[src/rtl/sfp_pkg.sv]
package sfp_pkg;
  localparam int WORD_W = 32;
  localparam int ADDR_W = 8;
  localparam int LANES  = 4;

  localparam logic [ADDR_W-1:0] OFF_CSEL = 8'h04;
  localparam logic [ADDR_W-1:0] OFF_TSET = 8'h08;
  localparam logic [ADDR_W-1:0] OFF_RSET = 8'h0C;
  localparam logic [ADDR_W-1:0] OFF_RWRD = 8'h10;
  localparam logic [ADDR_W-1:0] OFF_TWRD = 8'h14;
  localparam logic [ADDR_W-1:0] OFF_STAT = 8'h40;

  typedef enum logic [1:0] {
    LW_X1  = 2'd0,
    LW_X2  = 2'd1,
    LW_X4  = 2'd2,
    LW_RSV = 2'd3
  } lane_w_e;

  typedef struct packed {
    logic    is_rx;
    lane_w_e width;
    logic [1:0] len_m1;
  } phase_cfg_t;

  // log2 of bits moved per serial clock
  function automatic logic [1:0] lane_shift(lane_w_e w);
    case (w)
      LW_X2:   lane_shift = 2'd1;
      LW_X4:   lane_shift = 2'd2;
      default: lane_shift = 2'd0;
    endcase
  endfunction
endpackage

[src/rtl/sfp_regs.sv]
module sfp_regs
  import sfp_pkg::*;
#(
  parameter int NUM_CS    = 2,
  parameter int CS_STRIDE = 4
) (
  input  logic              clk,
  input  logic              rst,
  input  logic              reg_wr,
  input  logic              reg_rd,
  input  logic [ADDR_W-1:0] reg_addr,
  input  logic [WORD_W-1:0] reg_wdata,
  output logic [WORD_W-1:0] reg_rdata,
  input  logic              eng_busy,
  input  logic              eng_rx,
  input  logic              eng_tx,
  input  logic              rx_valid,
  input  logic [WORD_W-1:0] rx_word,
  output logic              start,
  output phase_cfg_t        start_cfg,
  output logic [WORD_W-1:0] start_data,
  output logic [NUM_CS-1:0] cs_n
);
  logic [WORD_W-1:0] csel_q;
  logic [WORD_W-1:0] rwrd_q;
  phase_cfg_t        tset_q;
  logic              hit_tset, hit_rset, hit_twrd;

  assign hit_tset = reg_wr && (reg_addr == OFF_TSET) && !eng_busy;
  assign hit_rset = reg_wr && (reg_addr == OFF_RSET) && !eng_busy;
  assign hit_twrd = reg_wr && (reg_addr == OFF_TWRD) && !eng_busy;

  assign start      = hit_rset || hit_twrd;
  assign start_data = reg_wdata;

  always_comb begin
    if (hit_rset) begin
      start_cfg.is_rx  = 1'b1;
      start_cfg.width  = lane_w_e'(reg_wdata[29:28]);
      start_cfg.len_m1 = reg_wdata[1:0];
    end else begin
      start_cfg        = tset_q;
      start_cfg.is_rx  = 1'b0;
    end
  end

  always_ff @(posedge clk) begin
    if (rst) begin
      csel_q <= '1;
      tset_q <= '0;
      rwrd_q <= '0;
    end else begin
      if (reg_wr && reg_addr == OFF_CSEL)
        csel_q <= reg_wdata;
      if (hit_tset) begin
        tset_q.is_rx  <= 1'b0;
        tset_q.width  <= lane_w_e'(reg_wdata[29:28]);
        tset_q.len_m1 <= reg_wdata[1:0];
      end
      if (rx_valid)
        rwrd_q <= rx_word;
    end
  end

  for (genvar n = 0; n < NUM_CS; n++) begin : g_cs
    assign cs_n[n] = csel_q[CS_STRIDE*n];
  end

  always_ff @(posedge clk) begin
    if (rst) begin
      reg_rdata <= '0;
    end else if (reg_rd) begin
      case (reg_addr)
        OFF_CSEL: reg_rdata <= csel_q;
        OFF_TSET: reg_rdata <= {2'b00, tset_q.width, 26'd0, tset_q.len_m1};
        OFF_RWRD: reg_rdata <= rwrd_q;
        OFF_STAT: reg_rdata <= {28'd0, eng_busy, eng_rx, eng_tx, 1'b0};
        default:  reg_rdata <= '0;
      endcase
    end
  end
endmodule

[src/rtl/sfp_shifter.sv]
module sfp_shifter
  import sfp_pkg::*;
#(
  parameter int CNT_W = 6
) (
  input  logic              clk,
  input  logic              rst,
  input  logic              start,
  input  phase_cfg_t        start_cfg,
  input  logic [WORD_W-1:0] start_data,
  input  logic [LANES-1:0]  in_bits,
  output logic              sck,
  output logic              busy,
  output logic              rx_act,
  output logic              tx_act,
  output lane_w_e           width,
  output logic [LANES-1:0]  tx_top,
  output logic              rx_valid,
  output logic [WORD_W-1:0] rx_word
);
  logic              is_rx;
  logic [1:0]        len_m1;
  logic [CNT_W-1:0]  cnt;
  logic [WORD_W-1:0] sreg;
  logic [WORD_W-1:0] rx_acc;
  logic [CNT_W-1:0]  bits_start;
  logic [CNT_W-1:0]  pulses_start;
  logic [WORD_W-1:0] rx_next;

  assign bits_start   = CNT_W'({3'(start_cfg.len_m1) + 3'd1, 3'b000});
  assign pulses_start = bits_start >> lane_shift(start_cfg.width);

  always_comb begin
    case (width)
      LW_X2:   rx_next = {rx_acc[WORD_W-3:0], in_bits[1:0]};
      LW_X4:   rx_next = {rx_acc[WORD_W-5:0], in_bits[3:0]};
      default: rx_next = {rx_acc[WORD_W-2:0], in_bits[0]};
    endcase
  end

  assign rx_act = busy && is_rx;
  assign tx_act = busy && !is_rx;
  assign tx_top = sreg[WORD_W-1 -: LANES];

  always_ff @(posedge clk) begin
    if (rst) begin
      busy     <= 1'b0;
      sck      <= 1'b0;
      is_rx    <= 1'b0;
      width    <= LW_X1;
      len_m1   <= '0;
      cnt      <= '0;
      sreg     <= '0;
      rx_acc   <= '0;
      rx_valid <= 1'b0;
      rx_word  <= '0;
    end else begin
      rx_valid <= 1'b0;
      if (!busy) begin
        sck <= 1'b0;
        if (start) begin
          busy   <= 1'b1;
          is_rx  <= start_cfg.is_rx;
          width  <= start_cfg.width;
          len_m1 <= start_cfg.len_m1;
          cnt    <= pulses_start;
          sreg   <= start_data;
          rx_acc <= '0;
        end
      end else if (!sck) begin
        sck <= 1'b1;
        if (is_rx)
          rx_acc <= rx_next;
      end else begin
        sck  <= 1'b0;
        sreg <= sreg << (1 << lane_shift(width));
        cnt  <= cnt - 1'b1;
        if (cnt == CNT_W'(1)) begin
          busy <= 1'b0;
          if (is_rx) begin
            rx_valid <= 1'b1;
            rx_word  <= rx_acc << {2'd3 - len_m1, 3'b000};
          end
        end
      end
    end
  end
endmodule

[src/rtl/sfp_lanes.sv]
module sfp_lanes
  import sfp_pkg::*;
(
  input  lane_w_e          width,
  input  logic             tx_act,
  input  logic [LANES-1:0] tx_top,
  input  logic [LANES-1:0] io_i,
  output logic [LANES-1:0] io_o,
  output logic [LANES-1:0] io_oe,
  output logic [LANES-1:0] in_bits
);
  always_comb begin
    io_o  = '0;
    io_oe = '0;
    case (width)
      LW_X2: begin
        in_bits = {2'b00, io_i[1:0]};
        if (tx_act) begin
          io_o  = {2'b00, tx_top[3:2]};
          io_oe = 4'b0011;
        end
      end
      LW_X4: begin
        in_bits = io_i;
        if (tx_act) begin
          io_o  = tx_top;
          io_oe = 4'b1111;
        end
      end
      default: begin
        in_bits = {3'b000, io_i[1]};
        if (tx_act) begin
          io_o  = {3'b000, tx_top[3]};
          io_oe = 4'b0001;
        end
      end
    endcase
  end
endmodule

[src/rtl/sflash_pio.sv]
module sflash_pio
  import sfp_pkg::*;
#(
  parameter int NUM_CS    = 2,
  parameter int CS_STRIDE = 4
) (
  input  logic              clk,
  input  logic              rst,
  input  logic              reg_wr,
  input  logic              reg_rd,
  input  logic [7:0]        reg_addr,
  input  logic [31:0]       reg_wdata,
  output logic [31:0]       reg_rdata,
  output logic              fl_sck,
  output logic [NUM_CS-1:0] fl_cs_n,
  output logic [3:0]        fl_io_o,
  output logic [3:0]        fl_io_oe,
  input  logic [3:0]        fl_io_i
);
  logic              eng_busy, eng_rx, eng_tx, start, rx_valid;
  phase_cfg_t        start_cfg;
  logic [WORD_W-1:0] start_data, rx_word;
  lane_w_e           width;
  logic [LANES-1:0]  tx_top, in_bits;

  sfp_regs #(.NUM_CS(NUM_CS), .CS_STRIDE(CS_STRIDE)) u_regs (
    .clk(clk), .rst(rst), .reg_wr(reg_wr), .reg_rd(reg_rd),
    .reg_addr(reg_addr), .reg_wdata(reg_wdata), .reg_rdata(reg_rdata),
    .eng_busy(eng_busy), .eng_rx(eng_rx), .eng_tx(eng_tx),
    .rx_valid(rx_valid), .rx_word(rx_word), .start(start),
    .start_cfg(start_cfg), .start_data(start_data), .cs_n(fl_cs_n)
  );

  sfp_shifter u_shift (
    .clk(clk), .rst(rst), .start(start), .start_cfg(start_cfg),
    .start_data(start_data), .in_bits(in_bits), .sck(fl_sck),
    .busy(eng_busy), .rx_act(eng_rx), .tx_act(eng_tx), .width(width),
    .tx_top(tx_top), .rx_valid(rx_valid), .rx_word(rx_word)
  );

  sfp_lanes u_lanes (
    .width(width), .tx_act(eng_tx), .tx_top(tx_top), .io_i(fl_io_i),
    .io_o(fl_io_o), .io_oe(fl_io_oe), .in_bits(in_bits)
  );
endmodule

[config.mk]
export PLATFORM = sky130hd
export DESIGN_NAME = sflash_pio
export DESIGN_NICKNAME = d
export VERILOG_FILES = /design/src/rtl/sfp_pkg.sv /design/src/rtl/sfp_regs.sv /design/src/rtl/sfp_shifter.sv /design/src/rtl/sfp_lanes.sv /design/src/rtl/sflash_pio.sv
export SDC_FILE = /design/constraint.sdc
export NUM_CORES = 1
export LEC_CHECK = 0
export CAP_MARGIN = 20
export CORE_MARGIN = 2
export CORE_UTILIZATION = 39
export CTS_BUF_LIST = sky130_fd_sc_hd__clkbuf_16
export CTS_CLUSTER_SIZE = 20
export DETAILED_ROUTE_END_ITERATION = 12
export DONT_BUFFER_PORTS = 1
export HOLD_SLACK_MARGIN = 0.1
export PLACE_DENSITY = 0.57
export SLEW_MARGIN = 20
export SYNTH_ARGS = -nofsm -noshare
export SYNTH_HDL_FRONTEND = slang
export SYNTH_HIERARCHICAL = 1
export SYNTH_SLANG_ARGS = --single-unit
[constraint.sdc]
create_clock -name clk -period 5 [get_ports clk]
set_input_delay 0.75 -clock clk [delete_from_list [all_inputs] [get_ports clk]]
set_output_delay 0.75 -clock clk [all_outputs]
set_load 0.1 [all_outputs]
# Yosys cells after proc, flatten, opt, wreduce, memory -nomap -nowiden
# Index checks and enable logic that the tools add are counted.
# totals
ff_bits	210
output_inout_bits	43
input_bits	48
word_cells	91
# op_classes
n_mux	33
n_bitwise	3
add_sub_neg	3
shifts	4
eq_ne	14
reduce_logical	19
# ops
cell	n
$mux W32	7
$pmux W32 S4	1
$pmux W32 S2	1
$shl A1 B2 Y32 const A	1
$shl A32 B32 Y32	1
$shl A32 B5 Y32	1
$pmux W4 S2	3
$mux W6	3
$eq A8 B4 Y1 const B	2
$eq A8 B5 Y1 const B	2
$mux W2	5
$logic_and A1 B1 Y1	9
$eq A8 B3 Y1 const B	1
$eq A8 B7 Y1 const B	1
$mux W1	8
$mux W4	2
$pmux W2 S2	2
$eq A6 B1 Y1 const B	1
$shr A6 B2 Y6	1
$sub A6 B1 Y6 const B	1
$mux W5	1
$eq A2 B1 Y1 const B	2
$eq A2 B2 Y1 const B	2
$ne A2 B2 Y1 const B	2
12 further kinds	16

# Longest topological paths before layout
# Gate-level depths: netlist of run 1.
# depth
ltp_word	9
depth_mapped	10

# Cells and area by module
# Netlist of run 1, hierarchy kept.
# by_module_without_submodules
module	cells_per_inst	n_inst	area_per_inst_um2	seq_area_each_um2
sfp_shifter	798	1	6523.8	2202.1
sfp_regs	468	1	4196.5	2001.9
sfp_lanes	26	1	175.2	0.0

# Worst setup path after synthesis of run 1
# No wires, ideal clock.
# synth_path
kind	register to output
start	reg u_shift.busy
end	out fl_io_o[1]
path_buffers	2
required_ns	4.250
stages_incl_launch_ff	6
arrival_ns	2.507
setup_slack_ns	1.743
path_cell_list	dfxtp_1 > buf_2 > clkbuf_1 > nor2b_1 > nand2b_1 > nor2_1
# synth_between
elab_chain_len	3
word_cells_on_any_way	4
classes_between	mux (3); reduce/logical (1)
# synth_lines
element	line	text
start: declaration	sfp_shifter.sv:13	output logic busy,
start signal: assignment	sfp_shifter.sv:47	busy <= 1'b0;
start signal: assignment	sfp_shifter.sv:62	busy <= 1'b1;
start signal: assignment	sfp_shifter.sv:79	busy <= 1'b0;
$logic_and A1 B1 Y1 *	sfp_shifter.sv:42	assign tx_act = busy && !is_rx;
net eng_tx	sflash_pio.sv:20	logic eng_busy, eng_rx, eng_tx, start, rx_valid;
$mux W4 / $mux W2 (equally long branches)	sfp_lanes.sv:25, sfp_lanes.sv:18	
$pmux W4 S2 *	sfp_lanes.sv:15	case (width)
end: declaration	sflash_pio.sv:16	output logic [3:0] fl_io_o,
# Mark *: on every way through the listed nets, which the timed path passes. The rest lies on a longest branch.

# Worst setup path after layout of run 1
# layout_path
start	reg u_shift.busy
end	out fl_io_o[3]
# layout_between
elab_chain_len	3
# layout_lines
element	line	text
$logic_and A1 B1 Y1	sfp_shifter.sv:42	
$mux W4	sfp_lanes.sv:25	if (tx_act) begin
$pmux W4 S2	sfp_lanes.sv:15	
# No other way between the ends.

==> results.toml, run 1 <==
[floorplanning]
die_h_um = 171.1
dieArea_um2 = 29290
rows = 61
initial_utilization_pct = 39.43
core_region_area_um2 = 27630
die_w_um = 171.1
io_pins = 91

[sta]
tightest_slew_ns = 1.093
period_needed_ns = 3.331
setup_ws_ns = 1.669
min_period_over_period_pct = 66.62
hold_violations = 0
finalSetupViolCount = 0
grt_setup_unrepaired = "false"
slew_headroom_pct = 26.93
clock.fmax_mhz = 300.2
slew_violations = 0
finalClockSkew_ns = 0.01566
setup_tns_ns = 0

[synthesis]
ys_ff_latch = 210
synth.area.top_cells = "dfxtp_1 39%, mux2i_1 8.2%, nand2_1 7.4%"
syn-cell-area_um2 = 10900
muxShareOfSynthArea_pct = 13.59
synth_xor_area_share_pct = 0.1608
synth_top_family_by_area = "simple AND/OR/NAND/NOR gates"
synth_top_flop_cell = "dfxtp_1"
syn_area_per_cell_um2 = 8.433
syn_nets = 1349
synthAdderAreaFrac_pct = 1.034
synth_top_area_share_pct = 38.59
synth_cell_types = 66
yosys_warnings = 6
synth_cells = 1292
yosysTopAreaCell = "dfxtp_1"
async_reset_ff_share_pct = 0
synthSimpleGateAreaFrac_pct = 19.61
yosysSeqAreaShare_pct = 38.59
synth_edf_count = 0
synth_compound_area_share_pct = 19.42

[status]
outcome = "finished clean"

[global_route]
met3_usage_pct = 3.123
globalRouteMet2Util_pct = 31.26
antenna_found_initial = 0
grt_usage_pct = 21.67
overflow = 0
grt_pass1_vias = 7997
grt_util_met1_pct = 31.83
grt_pass1_wl_mm = 49.43
grt_max_degree = 148
busiest_layer = "met1"

[drt]
drtIter0Drc = 1095
wl_per_cell_um = 20.66
ant_nets = 0
first_pass_iters = 5
drcViolationCount = 0
vias = 9028
via_per_inst = 5.743
totalWireLength_mm = 32.47

[critical_path]
cp_data_arrival_time_ns = 2.58
crit_type = "flop to output pin"
r2r_start = "u_shift/busy$_SDFF_PP0_"
crit_path_top_delay_cell = "nor2_2"
crit_chain = "nor2b_2, buf_4, nand2b_1, nor2_2"
end_kind = "output pin"
crit_family = "simple AND/OR/NAND/NOR gates"
r2r_end = "u_shift/sreg[17]$_SDFFE_PP0P_"
cp_num_buf_inv = 1
worstPathRequired_ns = 4.25
r2r_slack_ns = 2.08
path_max_fanout = 7
max_stage_delay_ns = 0.86
worst_r2r_path_depth = 7
start_kind = "flop"

[clock_tree]
cts_root_buf = "clkbuf_16"
clockBufferDepth = 3
cts_resized = 0
cts_tree = "done"
htree_num_levels = 1
cts.clk_slew.worst_paths_ns = 0.06
cts_hold_buf = 0
post_cts_buffers = 0
clk-insertion-delay-late_ns = 0.51
clock_sinks = 210
cts-buffers-inserted = 23

[placement]
gp_congestion = 0.8960
dp_hpwl_mm = 22.09
port_buffers = 0
preCtsSetupSlack_ns = 1.596

[flow_run]
maxCapViolCount = 0

[final_layout]
diodes = 0
mostFrequentLayoutCells = "216 x nand2_1, 209 x dfxtp_1, 96 x o21ai_0"
syn_to_final_growth_pct = 4.605
layout-drive-gt1-share_pct = 9.464
final_common_cell = "nand2_1"
final_util_pct = 41.25
fill_cells = 2780
nets = 1238

[pwr]
pwr_density_cell_nw_per_um2 = 291.0
vdd_drop_max_mv = 0.1554
leakagePower_nw = 3.890

[worst_hold_path]
min-delay-start = "rst"
whs_path_depth = 1
hold_class = "input port to flop"
min_to = "u_regs/tset_q[0]$_SDFFE_PP0P_"
-- report_power, final --
group	internal (mW)	total (mW)	switching (mW)
clock network	0.927	1.60	0.670
registers	1.67	1.68	0.00284
logic	0.0168	0.0425	0.0257
total	2.62	3.32	0.698
-- routing by layer --
metal / part of all wire (%) / vias up
met5: 0 / -
li1: - / 4368
met1: 47 / 4310
met3: 6.3 / 41
met2: 43 / 309
met4: 3.9 / 0
-- per-stage QoR --
| stage | cell area (µm²) | hold slack [ns] | cells | total power [mW] |
|---|---|---|---|---|
| 3_5_place_dp | 10710 | 0.4521 | 1534 | 1.756 |
| 3_3_place_gp | 10710 | 0.4502 | 1534 | 1.757 |
| 4_1_cts | 11400 | 0.3117 | 1572 | 3.354 |
| 5_1_grt | 11400 | 0.3060 | 1572 | 3.428 |
| 6_report | 11400 | 0.3315 | 1572 | 3.317 |
| 2_1_floorplan | 10900 | 0.4321 | 1292 | 1.777 |
-- kinds of logic after synthesis --
kind of cell	count (synthesis)
buf+inv	161
xor+xnor	2
fa+ha+maj	9
simple gates	460
compound gates	324
flops	210
mux	126
-- cell usage after synthesis, types with 8 or more instances --
master     number
nand3_1        35
a22oi_1        65
mux4_2         14
o22ai_1        13
mux2i_1        89
ha_1            9
clkbuf_1       69
a21oi_1        65
buf_4          44
nor3_1         29
mux2_2         19
dfxtp_1       210
nor2_1         93
nand2_1       216
o21ai_0        96
buf_2          23
nand3b_1       35
nand2b_1        8
nor2b_1        12
a22o_2          8
o211ai_1       14
a221oi_1        8
inv_1          14
o2bb2ai_1       8
-- worst reg2reg max path, cell delays in order, from the launching register on --
cell	delay, ns
dfxtp_1	0.44
nor2b_1	0.10
nand4b_1	0.13
nor2_1	0.08
nand2b_2	0.06
buf_4	0.56
nand2_1	0.85
o221a_2	0.59
-- how the worst max path moves through the flow --
stage / from / to / slack, ns / cells after the start
final: u_shift/busy$_SDFF_PP0_ / fl_io_o[3] / 1.67 / 4
after global routing: u_shift/busy$_SDFF_PP0_ / fl_io_o[3] / 1.55 / 4
after CTS: u_shift/busy$_SDFF_PP0_ / fl_io_o[3] / 1.66 / 4
after detailed placement: reg_addr[1] / u_shift/sreg[9]$_SDFFE_PP0P_ / 1.60 / 8
after global placement: reg_addr[1] / u_shift/sreg[10]$_SDFFE_PP0P_ / 1.61 / 8
after floorplan: u_shift/busy$_SDFF_PP0_ / fl_io_o[1] / 1.74 / 5
-- sequential cells by signal (all words and copies together), names as in the netlist --
register,flops
u_shift/sreg,32
u_shift/sck,1
u_shift/busy,1
u_shift/is_rx,1
u_regs/csel_q,32
u_shift/rx_acc,32
u_shift/rx_word,32
u_regs/rwrd_q,32
u_shift/width,2
u_regs/reg_rdata,32
u_shift/rx_valid,1
u_shift/cnt,6
u_regs/tset_q,4
u_shift/len_m1,2
-- final cells by class --
type	instances	area [µm²]	area share, %
clock buffers	23	575.6	5.050
clock inverters	15	111.4	0.9771
inverters	14	52.55	0.4611
multi-input cells	921	5897	51.74
flip-flops and latches	210	4205	36.90
well taps	378	473.0	4.150
repair buffers	11	82.58	0.7246
Power figures use the tool's default switching activity.
==> run 2: changes to the inputs <==
ABC_AREA = 1   (was not set)
PLACE_DENSITY = 0.59   (was 0.57)
clock period = 2.8 ns   (was 5 ns; I/O delays follow)
==> run 2 against run 1 <==
Cell count up 28%. Global-route usage increased by 1.5 points. Wire length grew 8.2%. Area after synthesis increased by 1.4%. Clock skew rose by 0.0038 ns. Critical path depth rose by 2. Largest cell class unchanged.
==> results.toml, run 2 <==
[synthesis]
syn_nets = 1716
ys_ff_latch = 210
async_reset_ff_share_pct = 0
synth.area.top_cells = "dfxtp_1 38%, nand2_1 15%, o21ai_0 8.5%"
synth_commonest_cells = "434 x nand2_1, 210 x dfxtp_1, 188 x o21ai_0, 169 x a21oi_1, 123 x nand3_1"
yosysMostFrequentCell = "nand2_1"
synth_cell_types = 36
synth_edf_count = 0
yosysTopAreaCell = "dfxtp_1"
synth_cells = 1659
syn_area_per_cell_um2 = 6.659
syn-cell-area_um2 = 11050
yosysSeqAreaShare_pct = 38.05
synth_top_area_share_pct = 38.05
synth_top_flop_cell = "dfxtp_1"
yosys_warnings = 6

[placement]
preCtsSetupSlack_ns = 0.5549
gp_congestion = 0.8926
port_buffers = 0
dp_hpwl_mm = 24.29
dp.cells = 1925

[status]
outcome = "finished clean"

[critical_path]
crit_family = "simple AND/OR/NAND/NOR gates"
cp_num_buf_inv = 3
start_kind = "flop"
crit_path_top_delay_cell = "nor2_2"
crit_type = "flop to output pin"
max_stage_delay_ns = 0.39
worstPathRequired_ns = 2.38
path_max_fanout = 12
crit_chain = "buf_4, inv_2, nor2_2, nand3_1, a21oi_2, buf_12"
end_kind = "output pin"
cp_data_arrival_time_ns = 2.22

[clock_tree]
cts_tree = "done"
cts-buffers-inserted = 25
cts.clk_slew.worst_paths_ns = 0.06
clock_sinks = 210
post_cts_buffers = 0
clk-insertion-delay-late_ns = 0.54
cts_resized = 0
cts_root_buf = "clkbuf_16"
htree_num_levels = 1
clockBufferDepth = 3

[sta]
slew_headroom_pct = 32.84
slew_violations = 0
finalClockSkew_ns = 0.01943
clock.fmax_mhz = 378.5
tightest_slew_ns = 1.006
setup_tns_ns = 0
min_period_over_period_pct = 94.36
hold_violations = 0
period_needed_ns = 2.642
grt_setup_unrepaired = "false"
setup_ws_ns = 0.1578
finalSetupViolCount = 0

[pwr]
leakagePower_nw = 4.736
vdd_drop_max_mv = 0.3909
pwr_density_cell_nw_per_um2 = 500.0

[drt]
totalWireLength_mm = 35.14
vias = 10736
wl_per_cell_um = 17.50
first_pass_iters = 6
drcViolationCount = 0
drtIter0Drc = 1211
ant_nets = 0
via_per_inst = 5.347

[final_layout]
fill_cells = 2939
mostFrequentLayoutCells = "434 x nand2_1, 210 x dfxtp_1, 188 x o21ai_0"
final_util_pct = 43.80
multi_input_area_um2 = 5515
layout-drive-gt1-share_pct = 7.560
final_cells = 2008
nets = 1666
final_common_cell = "nand2_1"
syn_to_final_growth_pct = 10.45
register_area_um2 = 4204

[floorplanning]
core_region_area_um2 = 27860
initial_utilization_pct = 39.66
dieArea_um2 = 29690
die_h_um = 172.3
die_w_um = 172.3
rows = 61
io_pins = 91

[global_route]
grt_usage_pct = 23.12
antenna_found_initial = 2
grt_pass1_wl_mm = 54.08
overflow = 0
grt_pass1_vias = 9702
grt_max_degree = 68

[worst_hold_path]
hold_class = "input port to flop"

[flow_run]
maxCapViolCount = 0
==> run 2: changes by cell type after synthesis, sizes merged, moves of 35 or more <==
cell / previous run / this run
nand2: 216 / 445
inv: 14 / 134
o21ai: 96 / 212
a21oi: 65 / 171
mux2i: 89 / 0
nand3: 35 / 123
a22oi: 65 / 0
nand3b: 35 / 0
==> run 2: worst register-to-register path, delay by kind of cell, from the launching register on <==
family	cells	cell delay [ns]
and+or+nand+nor	4	0.92
adders and majority gates	1	0.51
DFF	1	0.41
buffers and inverters	1	0.16
AOI/OAI and AO/OA	1	0.12
==> run 2: report_power, final <==
part / switching, mW / internal (mW)
Sequential: 0.00846 / 2.99
Combinational: 0.140 / 0.0707
Clock: 1.27 / 1.62
Total: 1.42 / 4.68
==> run 2: per-stage QoR <==
step	power, mW	hold slack [ns]	area (µm²)
after floorplan	3.218	0.4287	11050
after global placement	3.200	0.4411	11110
after detailed placement	3.201	0.4471	11110
after CTS	6.156	0.1074	12200
after global routing	6.319	0.1059	12200
final	6.101	0.1228	12200
==> run 2: layout make-up <==
cell class / count / share of cell area, %
Antenna cell: 3 / 0.06152
Clock buffer: 25 / 5.127
Clock inverter: 20 / 0.7895
Inverter: 138 / 4.245
Multi-Input combinational cell: 1159 / 45.20
Sequential cell: 210 / 34.45
Tap cell: 378 / 3.876
Timing Repair Buffer: 75 / 6.254
==> run 2: per-layer routing <==
metal	wire [µm]	global-route usage (%)	part of all wire, %
met3	2841	4.074	8.1
met1	15440	31.64	44
met5	0	0	0
met2	15910	36.67	45
met4	947	8.001	2.7
==> run 2: worst paths after layout <==
check             slack [ns]                        endpoint                      startpoint  cells past startpoint
hold / removal          0.12    u_shift/sreg[1]$_SDFFE_PP0P_                    reg_wdata[1]                      2
hold reg to reg         0.45  u_regs/rwrd_q[24]$_SDFFE_PP0P_  u_regs/rwrd_q[24]$_SDFFE_PP0P_                      2
setup / recovery        0.16                      fl_io_o[1]         u_shift/busy$_SDFF_PP0_                      6
setup reg to reg        0.61   u_shift/sreg[30]$_SDFFE_PP0P_   u_shift/width[0]$_SDFFE_PP0P_                      7
==> run 2: logic make-up (layout without fill, tap and decap cells) <==
kind of cell	Yosys count	count (layout)	synth area share [%]
AO/OA/AOI/OAI	454	454	22.05
XOR/XNOR	1	1	0.07929
adder cells (fa/ha/maj)	9	9	1.019
buffers and inverters	290	258	12.17
flip-flops	210	210	38.05
other	0	3	0
AND/OR/NAND/NOR	695	695	26.63
==> run 2: timing repair <==
| action | 4_1_cts | 5_1_grt |
|---|---|---|
| endpoints found under the hold margin | 104 | 0 |
| hold buffers | 35 | 0 |
| endpoints found under the setup margin | 0 | 0 |
